**src/rtl/wbuf_pkg.sv**
```systemverilog
package wbuf_pkg;

  typedef enum logic [1:0] {
    WM_PLAIN = 2'd0,
    WM_SET   = 2'd1,
    WM_CLR   = 2'd2
  } wmode_e;

  typedef enum logic [1:0] {
    TS_EXT_HI = 2'd0,
    TS_EXT_LO = 2'd1,
    TS_SELF   = 2'd2
  } tsel_e;

  // Lowest bit index of staging slice idx
  function automatic int slot_base(input int idx, input int reg_w, input int acc_w, input bit msb0);
    if (msb0) return reg_w - acc_w * (idx + 1);
    return acc_w * idx;
  endfunction

  // Next value of one field bit under a commit
  function automatic logic field_bit(input wmode_e m, input logic cur, input logic d, input logic en);
    case (m)
      WM_SET:  return cur | (d & en);
      WM_CLR:  return cur & ~(d & en);
      default: return en ? d : cur;
    endcase
  endfunction

endpackage

```
**src/rtl/wbuf_stage.sv**
```systemverilog
module wbuf_stage #(
  parameter int REG_W = 64,
  parameter int ACC_W = 32,
  parameter bit MSB0  = 1'b0,
  localparam int NSUB = REG_W / ACC_W
) (
  input  logic             clk,
  input  logic             rst,
  input  logic [NSUB-1:0]  wr_hit,
  input  logic [ACC_W-1:0] wdata,
  input  logic [ACC_W-1:0] wbiten,
  input  logic             clear,
  output logic [REG_W-1:0] stg_data,
  output logic [REG_W-1:0] stg_biten,
  output logic             stg_pending
);
  logic [ACC_W-1:0] d_ord, e_ord;
  logic [REG_W-1:0] nd, ne;
  logic             np;

  always_comb begin
    for (int b = 0; b < ACC_W; b++) begin
      d_ord[b] = MSB0 ? wdata[ACC_W-1-b]  : wdata[b];
      e_ord[b] = MSB0 ? wbiten[ACC_W-1-b] : wbiten[b];
    end
  end

  always_comb begin
    nd = stg_data;
    ne = stg_biten;
    np = stg_pending;
    for (int i = 0; i < NSUB; i++) begin
      if (wr_hit[i]) begin
        nd[wbuf_pkg::slot_base(i, REG_W, ACC_W, MSB0) +: ACC_W] = d_ord;
        ne[wbuf_pkg::slot_base(i, REG_W, ACC_W, MSB0) +: ACC_W] = e_ord;
        np = 1'b1;
      end
    end
  end

  always_ff @(posedge clk) begin
    if (rst || clear) begin
      stg_data    <= '0;
      stg_biten   <= '0;
      stg_pending <= 1'b0;
    end else begin
      stg_data    <= nd;
      stg_biten   <= ne;
      stg_pending <= np;
    end
  end
endmodule

```
**src/rtl/wbuf_trig.sv**
```systemverilog
module wbuf_trig #(
  parameter wbuf_pkg::tsel_e TSEL = wbuf_pkg::TS_EXT_HI
) (
  input  logic clk,
  input  logic rst,
  input  logic ext_trig,
  input  logic self_raw,
  output logic trig_eff
);
  logic trig_q;

  always_ff @(posedge clk) begin
    if (rst) trig_q <= 1'b0;
    else     trig_q <= self_raw;
  end

  always_comb begin
    case (TSEL)
      wbuf_pkg::TS_SELF:   trig_eff = trig_q;
      wbuf_pkg::TS_EXT_LO: trig_eff = ~ext_trig;
      default:             trig_eff = ext_trig;
    endcase
  end
endmodule

```
**src/rtl/wbuf_field.sv**
```systemverilog
module wbuf_field #(
  parameter int              REG_W    = 64,
  parameter wbuf_pkg::wmode_e MODE    = wbuf_pkg::WM_PLAIN,
  parameter logic [REG_W-1:0] RST_VAL = '0
) (
  input  logic             clk,
  input  logic             rst,
  input  logic             commit,
  input  logic             rd_clear,
  input  logic [REG_W-1:0] stg_data,
  input  logic [REG_W-1:0] stg_biten,
  output logic [REG_W-1:0] field_q
);
  logic [REG_W-1:0] f_next;

  always_comb begin
    for (int b = 0; b < REG_W; b++)
      f_next[b] = wbuf_pkg::field_bit(MODE, field_q[b], stg_data[b], stg_biten[b]);
  end

  always_ff @(posedge clk) begin
    if (rst)           field_q <= RST_VAL;
    else if (commit)   field_q <= f_next;
    else if (rd_clear) field_q <= '0;
  end
endmodule

```
**src/rtl/wbuf_wide_reg.sv**
```systemverilog
module wbuf_wide_reg #(
  parameter int               REG_W    = 64,
  parameter int               ACC_W    = 32,
  parameter wbuf_pkg::tsel_e  TSEL     = wbuf_pkg::TS_SELF,
  parameter wbuf_pkg::wmode_e MODE     = wbuf_pkg::WM_PLAIN,
  parameter bit               MSB0     = 1'b0,
  parameter bit               READ_CLR = 1'b0,
  parameter logic [REG_W-1:0] RST_VAL  = '0,
  localparam int NSUB = REG_W / ACC_W
) (
  input  logic             clk,
  input  logic             rst,
  input  logic [NSUB-1:0]  req_strb,
  input  logic             req_is_wr,
  input  logic [ACC_W-1:0] wr_data,
  input  logic [ACC_W-1:0] wr_biten,
  input  logic             ext_trig,
  output logic [REG_W-1:0] field_q,
  output logic             swmod
);
  logic [NSUB-1:0]  wr_hit;
  logic             rd_access, self_raw, trig_eff, commit_fire, rd_clear;
  logic [REG_W-1:0] stg_data, stg_biten;
  logic             stg_pending;

  assign wr_hit      = req_strb & {NSUB{req_is_wr}};
  assign rd_access   = (|req_strb) & ~req_is_wr;
  assign self_raw    = req_strb[NSUB-1] & req_is_wr;
  assign commit_fire = stg_pending & trig_eff;
  assign rd_clear    = READ_CLR & rd_access;
  assign swmod       = commit_fire | rd_clear;

  wbuf_stage #(.REG_W(REG_W), .ACC_W(ACC_W), .MSB0(MSB0)) u_stage (
    .clk(clk), .rst(rst), .wr_hit(wr_hit), .wdata(wr_data), .wbiten(wr_biten),
    .clear(trig_eff), .stg_data(stg_data), .stg_biten(stg_biten), .stg_pending(stg_pending)
  );

  wbuf_trig #(.TSEL(TSEL)) u_trig (
    .clk(clk), .rst(rst), .ext_trig(ext_trig), .self_raw(self_raw), .trig_eff(trig_eff)
  );

  wbuf_field #(.REG_W(REG_W), .MODE(MODE), .RST_VAL(RST_VAL)) u_field (
    .clk(clk), .rst(rst), .commit(commit_fire), .rd_clear(rd_clear),
    .stg_data(stg_data), .stg_biten(stg_biten), .field_q(field_q)
  );
endmodule

```
**config.mk**
```make
export PLATFORM = sky130hd
export DESIGN_NAME = wbuf_wide_reg
export DESIGN_NICKNAME = d
export VERILOG_FILES = /design/src/rtl/wbuf_pkg.sv /design/src/rtl/wbuf_stage.sv /design/src/rtl/wbuf_trig.sv /design/src/rtl/wbuf_field.sv /design/src/rtl/wbuf_wide_reg.sv
export SDC_FILE = /design/constraint.sdc
export NUM_CORES = 1
export LEC_CHECK = 0
export BUFFER_PORTS_ARGS = -buffer_cell sky130_fd_sc_hd__buf_2
export CAP_MARGIN = 20
export CELL_PAD_IN_SITES_DETAIL_PLACEMENT = 1
export CELL_PAD_IN_SITES_GLOBAL_PLACEMENT = 2
export CORE_MARGIN = 8
export CORE_UTILIZATION = 37
export CTS_BUF_LIST = sky130_fd_sc_hd__clkbuf_8
export CTS_CLUSTER_DIAMETER = 120
export CTS_CLUSTER_SIZE = 20
export DETAILED_ROUTE_END_ITERATION = 7
export GPL_TIMING_DRIVEN = 0
export PLACE_DENSITY = 0.93
export REMOVE_ABC_BUFFERS = 1
export SLEW_MARGIN = 20
export SYNTH_ARGS = -nofsm -noshare
export SYNTH_HDL_FRONTEND = slang
export SYNTH_SLANG_ARGS = --single-unit
export TNS_END_PERCENT = 10
```
**constraint.sdc**
```tcl
create_clock -name clk -period 1.4 [get_ports clk]
set_input_delay 0.28 -clock clk [delete_from_list [all_inputs] [get_ports clk]]
set_output_delay 0.28 -clock clk [all_outputs]
set_load 0.01 [all_outputs]
```
==> results of run 1 <==
-- per-stage QoR --
stage | setup TNS [ns] | util | power (mW)
6_report | -0.252 | 0.444 | 11.1
5_1_grt | -3.38 | 0.444 | 11.6
4_1_cts | -1.12 | 0.435 | 11.2
3_5_place_dp | -69.35 | 0.407 | 7.04
3_3_place_gp | -505.77 | 0.395 | 6.93
2_1_floorplan | -200.91 | - | 6.39
-- flip-flops by register name (all words and copies together) (netlist names) --
| name | cells |
|---|---|
| u_stage.stg_data | 64 |
| u_trig.trig_eff | 1 |
| u_stage.stg_biten | 64 |
| u_field.field_q | 64 |
| u_stage.stg_pending | 1 |
-- cell families (layout without fill, tap and decap cells) --
family                 count (synthesis)  in the layout  synth area share
AOI/OAI and AO/OA                    258            258             0.241
buffers and inverters                100            197            0.0671
DFF                                  194            194             0.426
muxes                                 64             64            0.0703
and+or+nand+nor                      324            325             0.196
-- per-layer routing --
| layer | share of wire | vias to the layer above | track usage | wire length, µm |
|---|---|---|---|---|
| li1 | - | 3439 | - | - |
| met1 | 0.47 | 3575 | 0.203 | 11900 |
| met2 | 0.48 | 121 | 0.271 | 12000 |
| met3 | 0.039 | 18 | 0.0383 | 982 |
| met4 | 0.012 | 0 | 0.0420 | 313 |
| met5 | 0 | - | 0 | 0 |
-- where the power goes --
part / total (mW) / internal, mW / switching [mW]
sequential: 5.75 / 5.67 / 0.0752
clock: 3.98 / 1.69 / 2.29
combinational: 1.37 / 0.592 / 0.781
total: 11.1 / 7.95 / 3.15
-- what timing repair did --
action | in CTS | in global routing
pin swaps | 1 | 1
cloned | 4 | 5
endpoints found under the setup margin | 117 | 128
setup buffers | 10 | 3
resized for setup | 14 | 25
-- how the worst max path moves through the flow --
stage	from	end	slack, ns	cells after the start
2_1_floorplan	u_trig.trig_eff$_SDFF_PP0_	u_stage.stg_biten[10]$_SDFFE_PP0P_	-1.39	2
3_3_place_gp	u_trig.trig_eff$_SDFF_PP0_	u_stage.stg_biten[58]$_SDFFE_PP0P_	-3.17	2
3_5_place_dp	rst	u_stage.stg_biten[15]$_SDFFE_PP0P_	-0.61	5
4_1_cts	u_trig.trig_eff$_SDFF_PP0_	swmod	-0.14	3
5_1_grt	u_trig.trig_eff$_SDFF_PP0_	swmod	-0.16	3
6_report	u_stage.stg_pending$_SDFFE_PP0P_	swmod	-0.09	3
-- cell usage after synthesis --
cell type / n / share of area
clkbuf_1: 21 / 0.0086
inv_1: 1 / 0.00041
nand3_1: 192 / 0.11
mux2i_1: 64 / 0.070
buf_2: 45 / 0.025
a21bo_2: 64 / 0.070
a21oi_2: 70 / 0.067
or2_4: 1 / 0.00096
nand2_1: 1 / 0.00041
buf_4: 14 / 0.012
and2_1: 1 / 0.00069
nand2b_1: 128 / 0.088
o21ai_0: 1 / 0.00055
a21oi_1: 59 / 0.032
dfxtp_1: 194 / 0.43
a21bo_1: 64 / 0.070
nor2_1: 1 / 0.00041
buf_1: 2 / 0.00082
buf_6: 17 / 0.021
-- layout make-up --
cell class | instances | area (µm²) | share of cell area
Clock buffer | 17 | 234 | 0.0217
Clock inverter | 15 | 198 | 0.0184
Inverter | 1 | 3.75 | 0.000349
Multi-Input combinational cell | 647 | 4730 | 0.439
Sequential cell | 194 | 3890 | 0.361
Tap cell | 324 | 405 | 0.0377
Timing Repair Buffer | 164 | 1310 | 0.121
-- critical path, delay by kind of cell, from the launching register on --
kind	cells	cell delay (ns)
flops	1	0.38
buf+inv	2	0.24
simple gates	1	0.13
==> results.txt, run 1 <==
----------------------------------------------------
[Critical path]
  Worst reg-to-reg setup slack ... -0.03 ns
  Peak per-stage delay on the critical path ... 0.38 ns
  Kind of start point of the critical path ... register
  Logic depth of the worst register-to-register path ... 5
  Kind of end point of the critical path ... output pin
  Reg2reg end ... u_stage.stg_biten[6]$_SDFFE_PP0P_
  CP Data Required Time ... 1.12 ns
  Crit Reg-Reg Startpoint ... u_trig.trig_eff$_SDFF_PP0_
  Critical-path maximum fanout ... 2
  List of cells traversed by the critical path ... buf_16 -> and2_4 -> buf_6
  Type of the worst setup path ... reg -> out
  Critical Path Slowest Stage Cell ... dfxtp_4
  Data arrival time at the worst-slack endpoint ... 1.21 ns

[Timing]
  Max Clock Freq ... 0.673 GHz
  Number of setup violations in the final report ... 16
  Final critical delay including setup and external delays ... 1.49 ns
  Least setup slack across all paths after layout ... -0.0856 ns
  Slew Limit Fails ... 0
  Setup repair after global routing missed its margin ... yes
  Worst Max-Slew Pin Slew ... 0.671 ns
  Final worst path period share ... 1.06
  WHS ... 0.0617 ns
  Worst clock skew ... 0.0173 ns
  Max-slew headroom ... 0.553
  Fin. Hold Viols ... 0

[Cells and area]
  Leading cell types in the layout, fill and taps excluded ... 192 x nand3_1, 192 x dfxtp_1, 128 x nand2b_1, 128 x buf_2, 96 x a21oi_2
  Layout area overhead ... 18.1%
  Share of cells above drive strength 1 ... 0.348
  Layout fillers ... 2800
  Final std cell area, no fill ... 0.0108 mm²
  Nets@finish ... 1095
  Final instance count without filler cells ... 1362
  Antenna fix cells ... 0

[Drt]
  DRC violation count after routing ... 0
  Drt pass-1 iters ... 4
  Antenna-violating nets left ... 0
  Routed vias ... 7153
  Overall routed net length ... 25200 µm
  Routed length per placed instance ... 18.5 µm
  Starting DRT DRC Count ... 349
  Number of vias per cell ... 5.25

[Min path]
  Cell depth of the worst hold path ... 3
  Class of the tightest hold or removal check ... in -> reg
  Sink of the worst hold path ... u_stage.stg_biten[41]$_SDFFE_PP0P_
  Start point of the worst min-delay path ... wr_biten[9]

[Placement]
  Placed instance count ... 1308
  Number of input and output port buffers inserted ... 133
  Detailed-placement wirelength estimate ... 14000 µm
  Routability congestion estimate ... 0.663
  Cell area reported after detailed placement ... 0.00987 mm²
  Post-Place Setup Slack ... -0.613 ns

[Die]
  Die area ... 0.0299 mm²
  Width of the die ... 173 µm
  Initial core utilization ... 0.376
  Top-Level Pins ... 135
  Core area ... 0.0242 mm²
  Die span in y ... 173 µm
  Core Rows ... 57

[Synth]
  Count of synthesis-stage warnings from yosys ... 0
  Synth Instances ... 940
  Distinct cell type count of the synthesized netlist ... 19
  Proportion of synthesized chip area in sequential cells ... 0.426
  Synthesized area ... 0.00911 mm²
  Syn Area/Cell ... 9.70 µm²
  Flop and latch count out of synthesis ... 194

[Global routing]
  Number of antenna violations at the first check in global routing ... 0
  Maximum number of pins on one net before global-route repair ... 112
  Wire length of the first global-routing pass ... 39900 µm
  Total congestion overflow after global routing ... 0
  GRT Resource Usage Total ... 0.161
  Number of global-route vias before repair ... 7464

[Clock tree]
  Count of hold buffers inserted by post-cts repair ... 0
  Number of buffers on the longest clock path ... 2
  Total CTS buffers ... 17
  Clock insertion delay at the later pin of the skew report ... 0.47 ns
  Number of H-tree levels ... 4
  Clk slew on worst S/H paths ... 0.12 ns
  CTS tree ... done
  Total clock sinks ... 194
  Clock root buffer ... clkbuf_8

[Run]
  Total of max-cap violations ... 0

[Power]
  Worst IR Drop VDD ... 0.544 mV
  Static power due to leakage ... 4.31 nW
  PD cells ... 1030 mW/mm²

[Run status]
  Result of the run ... finished with violations
  Violated checks ... negative setup slack

----------------------------------------------------
No activity file was read; power rests on OpenSTA's default activity.
==> run 2: changes to the inputs <==
--- a/config.mk
+++ b/config.mk
@@ -5,18 +5,19 @@
 export SDC_FILE = /design/constraint.sdc
 export NUM_CORES = 1
 export LEC_CHECK = 0
+export ABC_AREA = 1
 export BUFFER_PORTS_ARGS = -buffer_cell sky130_fd_sc_hd__buf_2
 export CAP_MARGIN = 20
 export CELL_PAD_IN_SITES_DETAIL_PLACEMENT = 1
 export CELL_PAD_IN_SITES_GLOBAL_PLACEMENT = 2
 export CORE_MARGIN = 8
-export CORE_UTILIZATION = 37
+export CORE_UTILIZATION = 32
 export CTS_BUF_LIST = sky130_fd_sc_hd__clkbuf_8
 export CTS_CLUSTER_DIAMETER = 120
 export CTS_CLUSTER_SIZE = 20
 export DETAILED_ROUTE_END_ITERATION = 7
 export GPL_TIMING_DRIVEN = 0
-export PLACE_DENSITY = 0.93
+export PLACE_DENSITY = 0.92
 export REMOVE_ABC_BUFFERS = 1
 export SLEW_MARGIN = 20
 export SYNTH_ARGS = -nofsm -noshare
==> run 2 against run 1 <==
Against the previous run: the flow still finishes with violations (negative setup slack); core utilization fell by 6.0 points; worst hold slack improved by 0.012 ns; synthesized cell count rose by 10%; global-route usage fell by 0.38 points; power fell by 2.3%; critical path depth rose by 1; cell count rose by 8.2%; synthesized area fell by 18%; design area fell by 17%; largest power group unchanged.
==> results.txt, run 2 <==
----------------------------------------------------
[Power]
  Worst IR Drop VDD ... 0.578 mV
  Static power due to leakage ... 4.24 nW
  PD cells ... 1220 mW/mm²
  Pwr Total ... 10.9 mW

[Timing]
  Worst clock skew ... 0.0217 ns
  Final critical delay including setup and external delays ... 1.41 ns
  WHS ... 0.0736 ns
  Max-slew headroom ... 0.443
  Final total negative setup slack ... -0.00502 ns
  Worst Max-Slew Pin Slew ... 0.836 ns
  Max Clock Freq ... 0.712 GHz
  Final worst path period share ... 1.00
  Setup repair after global routing missed its margin ... yes
  Fin. Hold Viols ... 0
  Number of setup violations in the final report ... 1
  Least setup slack across all paths after layout ... -0.00502 ns
  Slew Limit Fails ... 0

[Synth]
  Number of synthesized flops with an enable pin ... 0
  Synthesized area ... 0.00746 mm²
  Proportion of synthesized chip area in sequential cells ... 0.520
  Count leader, synth ... nor2_1
  Distinct cell type count of the synthesized netlist ... 18
  Top_reg_cell synth ... dfxtp_1
  Main area contributors after synthesis ... dfxtp_1 52%, nor2_1 19%, o21ai_0 7.3%
  Top-area cell type share of the netlist area ... 0.520
  Count of synthesis-stage warnings from yosys ... 0
  Top cell type by total area after synthesis ... dfxtp_1
  Cell types with the highest counts after synthesis ... 385 x nor2_1, 194 x dfxtp_1, 130 x nand2_1, 109 x o21ai_0, 66 x inv_1
  Synth Instances ... 1034
  Async SR Flop Fraction ... 0
  Flop and latch count out of synthesis ... 194
  Syn Area/Cell ... 7.22 µm²

[Critical path]
  Data arrival time at the worst-slack endpoint ... 1.13 ns
  Peak per-stage delay on the critical path ... 0.37 ns
  Critical Path Slowest Stage Cell ... dfxtp_4
  CP Data Required Time ... 1.12 ns
  Type of the worst setup path ... reg -> out
  Critical-path maximum fanout ... 3
  Kind of start point of the critical path ... register
  Kind of end point of the critical path ... output pin
  List of cells traversed by the critical path ... buf_16 -> nand2_4 -> inv_2 -> buf_6

[Cells and area]
  Layout area overhead ... 19.4%
  Most common cell after layout, fill and taps aside ... nor2_1
  Final instance count without filler cells ... 1474
  Share of cells above drive strength 1 ... 0.172
  Final Core Density ... 0.384
  Antenna fix cells ... 0
  Registers with the most flip-flops ... u_field.field_q: 64 flops, u_stage.stg_biten: 64 flops, u_stage.stg_data: 64 flops
  Nets@finish ... 1213
  Final std cell area, no fill ... 0.00891 mm²
  Leading cell types in the layout, fill and taps excluded ... 385 x nor2_1, 192 x dfxtp_1, 132 x buf_2

[Clock tree]
  Total clock sinks ... 194
  CTS tree ... done
  Clk slew on worst S/H paths ... 0.10 ns
  Number of H-tree levels ... 4
  Total CTS buffers ... 17
  Clock insertion delay at the later pin of the skew report ... 0.46 ns
  Clock root buffer ... clkbuf_8
  Number of buffers on the longest clock path ... 2

[Die]
  Core Rows ... 56
  Top-Level Pins ... 135
  Initial core utilization ... 0.322
  Die area ... 0.0285 mm²
  Width of the die ... 169 µm
  Die span in y ... 169 µm
  Core area ... 0.0232 mm²

[Placement]
  Placed instance count ... 1432
  Post-Place Setup Slack ... -0.656 ns
  Cell area reported after detailed placement ... 0.00834 mm²
  Number of input and output port buffers inserted ... 133
  Routability congestion estimate ... 0.696
  Detailed-placement wirelength estimate ... 13000 µm

[Global routing]
  Total congestion overflow after global routing ... 0
  Maximum number of pins on one net before global-route repair ... 67
  Number of global-route vias before repair ... 6925
  GRT Resource Usage Total ... 0.157
  Wire length of the first global-routing pass ... 35900 µm
  Number of antenna violations at the first check in global routing ... 0

[Drt]
  Routed length per placed instance ... 15.0 µm
  Number of vias per cell ... 4.55
  Starting DRT DRC Count ... 303
  Drt pass-1 iters ... 4
  Routed vias ... 6700
  Antenna-violating nets left ... 0
  DRC violation count after routing ... 0
  Overall routed net length ... 22100 µm

[Run status]
  Result of the run ... finished with violations
  Violated checks ... negative setup slack

[Run]
  Total of max-cap violations ... 0

[Min path]
  Class of the tightest hold or removal check ... in -> reg

----------------------------------------------------
[run 2: cell types whose count changed in the layout (fill, tap and decap cells not counted), moves of 33 or more]
cell / delta
a21bo_1: -64
a21bo_2: -64
a21oi_1: -33
a21oi_2: -96
inv_1: +66
mux2i_1: -64
nand2_1: +128
nand2b_1: -128
nand3_1: -138
nor2_1: +384
o21ai_0: +106
[run 2: power breakdown]
group	total [mW]	switching (mW)	internal, mW
Sequential	5.89	0.128	5.76
Combinational	1.02	0.651	0.372
Clock	3.94	2.15	1.80
[run 2: final cells by class]
cell class	instances	area (µm²)
clock inverters	14	179
multi-input cells	711	3000
inverters	69	272
fillers	2964	14300
repair buffers	150	937
flip-flops and latches	194	3890
clock buffers	17	234
well taps	319	399
[run 2: cell families (layout without fill, tap and decap cells)]
logic type	after synthesis	in the layout	synth area share
and+or+nand+nor	583	583	0.312
DFF	194	194	0.520
buffers and inverters	129	250	0.0816
AOI/OAI and AO/OA	128	128	0.0858
[run 2: critical path: cells and delay by family (launching register included)]
kind / cells / cell delay, ns
buffers and inverters: 3 / 0.26
AND/OR/NAND/NOR: 1 / 0.04
flip-flops: 1 / 0.37
[run 2: final timing paths]
kind                                           from                                 to  slack [ns]  cells past startpoint
setup reg to reg         u_trig.trig_eff$_SDFF_PP0_  u_stage.stg_data[38]$_SDFFE_PP0P_        0.04                      6
hold reg to reg   u_stage.stg_data[50]$_SDFFE_PP0P_   u_field.field_q[50]$_SDFFE_PP0P_        0.48                      2
setup / recovery   u_stage.stg_pending$_SDFFE_PP0P_                              swmod      -0.005                      4
hold / removal                                  rst         u_trig.trig_eff$_SDFF_PP0_        0.07                      2
[run 2: what timing repair did]
action / in CTS / in global routing
buffers inserted: 10 / 0
endpoints found under the setup margin: 154 / 73
gates cloned: 2 / 0
hold buffers: 0 / 0
gates resized for setup: 4 / 8
pin swaps: 1 / 0
[run 2: metal layers]
| layer | vias up | GRT usage | wire, µm |
|---|---|---|---|
| li1 | 3408 | - | - |
| met1 | 3175 | 0.194 | 10600 |
| met3 | 11 | 0.0398 | 913 |
| met2 | 106 | 0.270 | 10500 |
| met4 | 0 | 0.0369 | 170 |
| met5 | - | 0 | 0 |
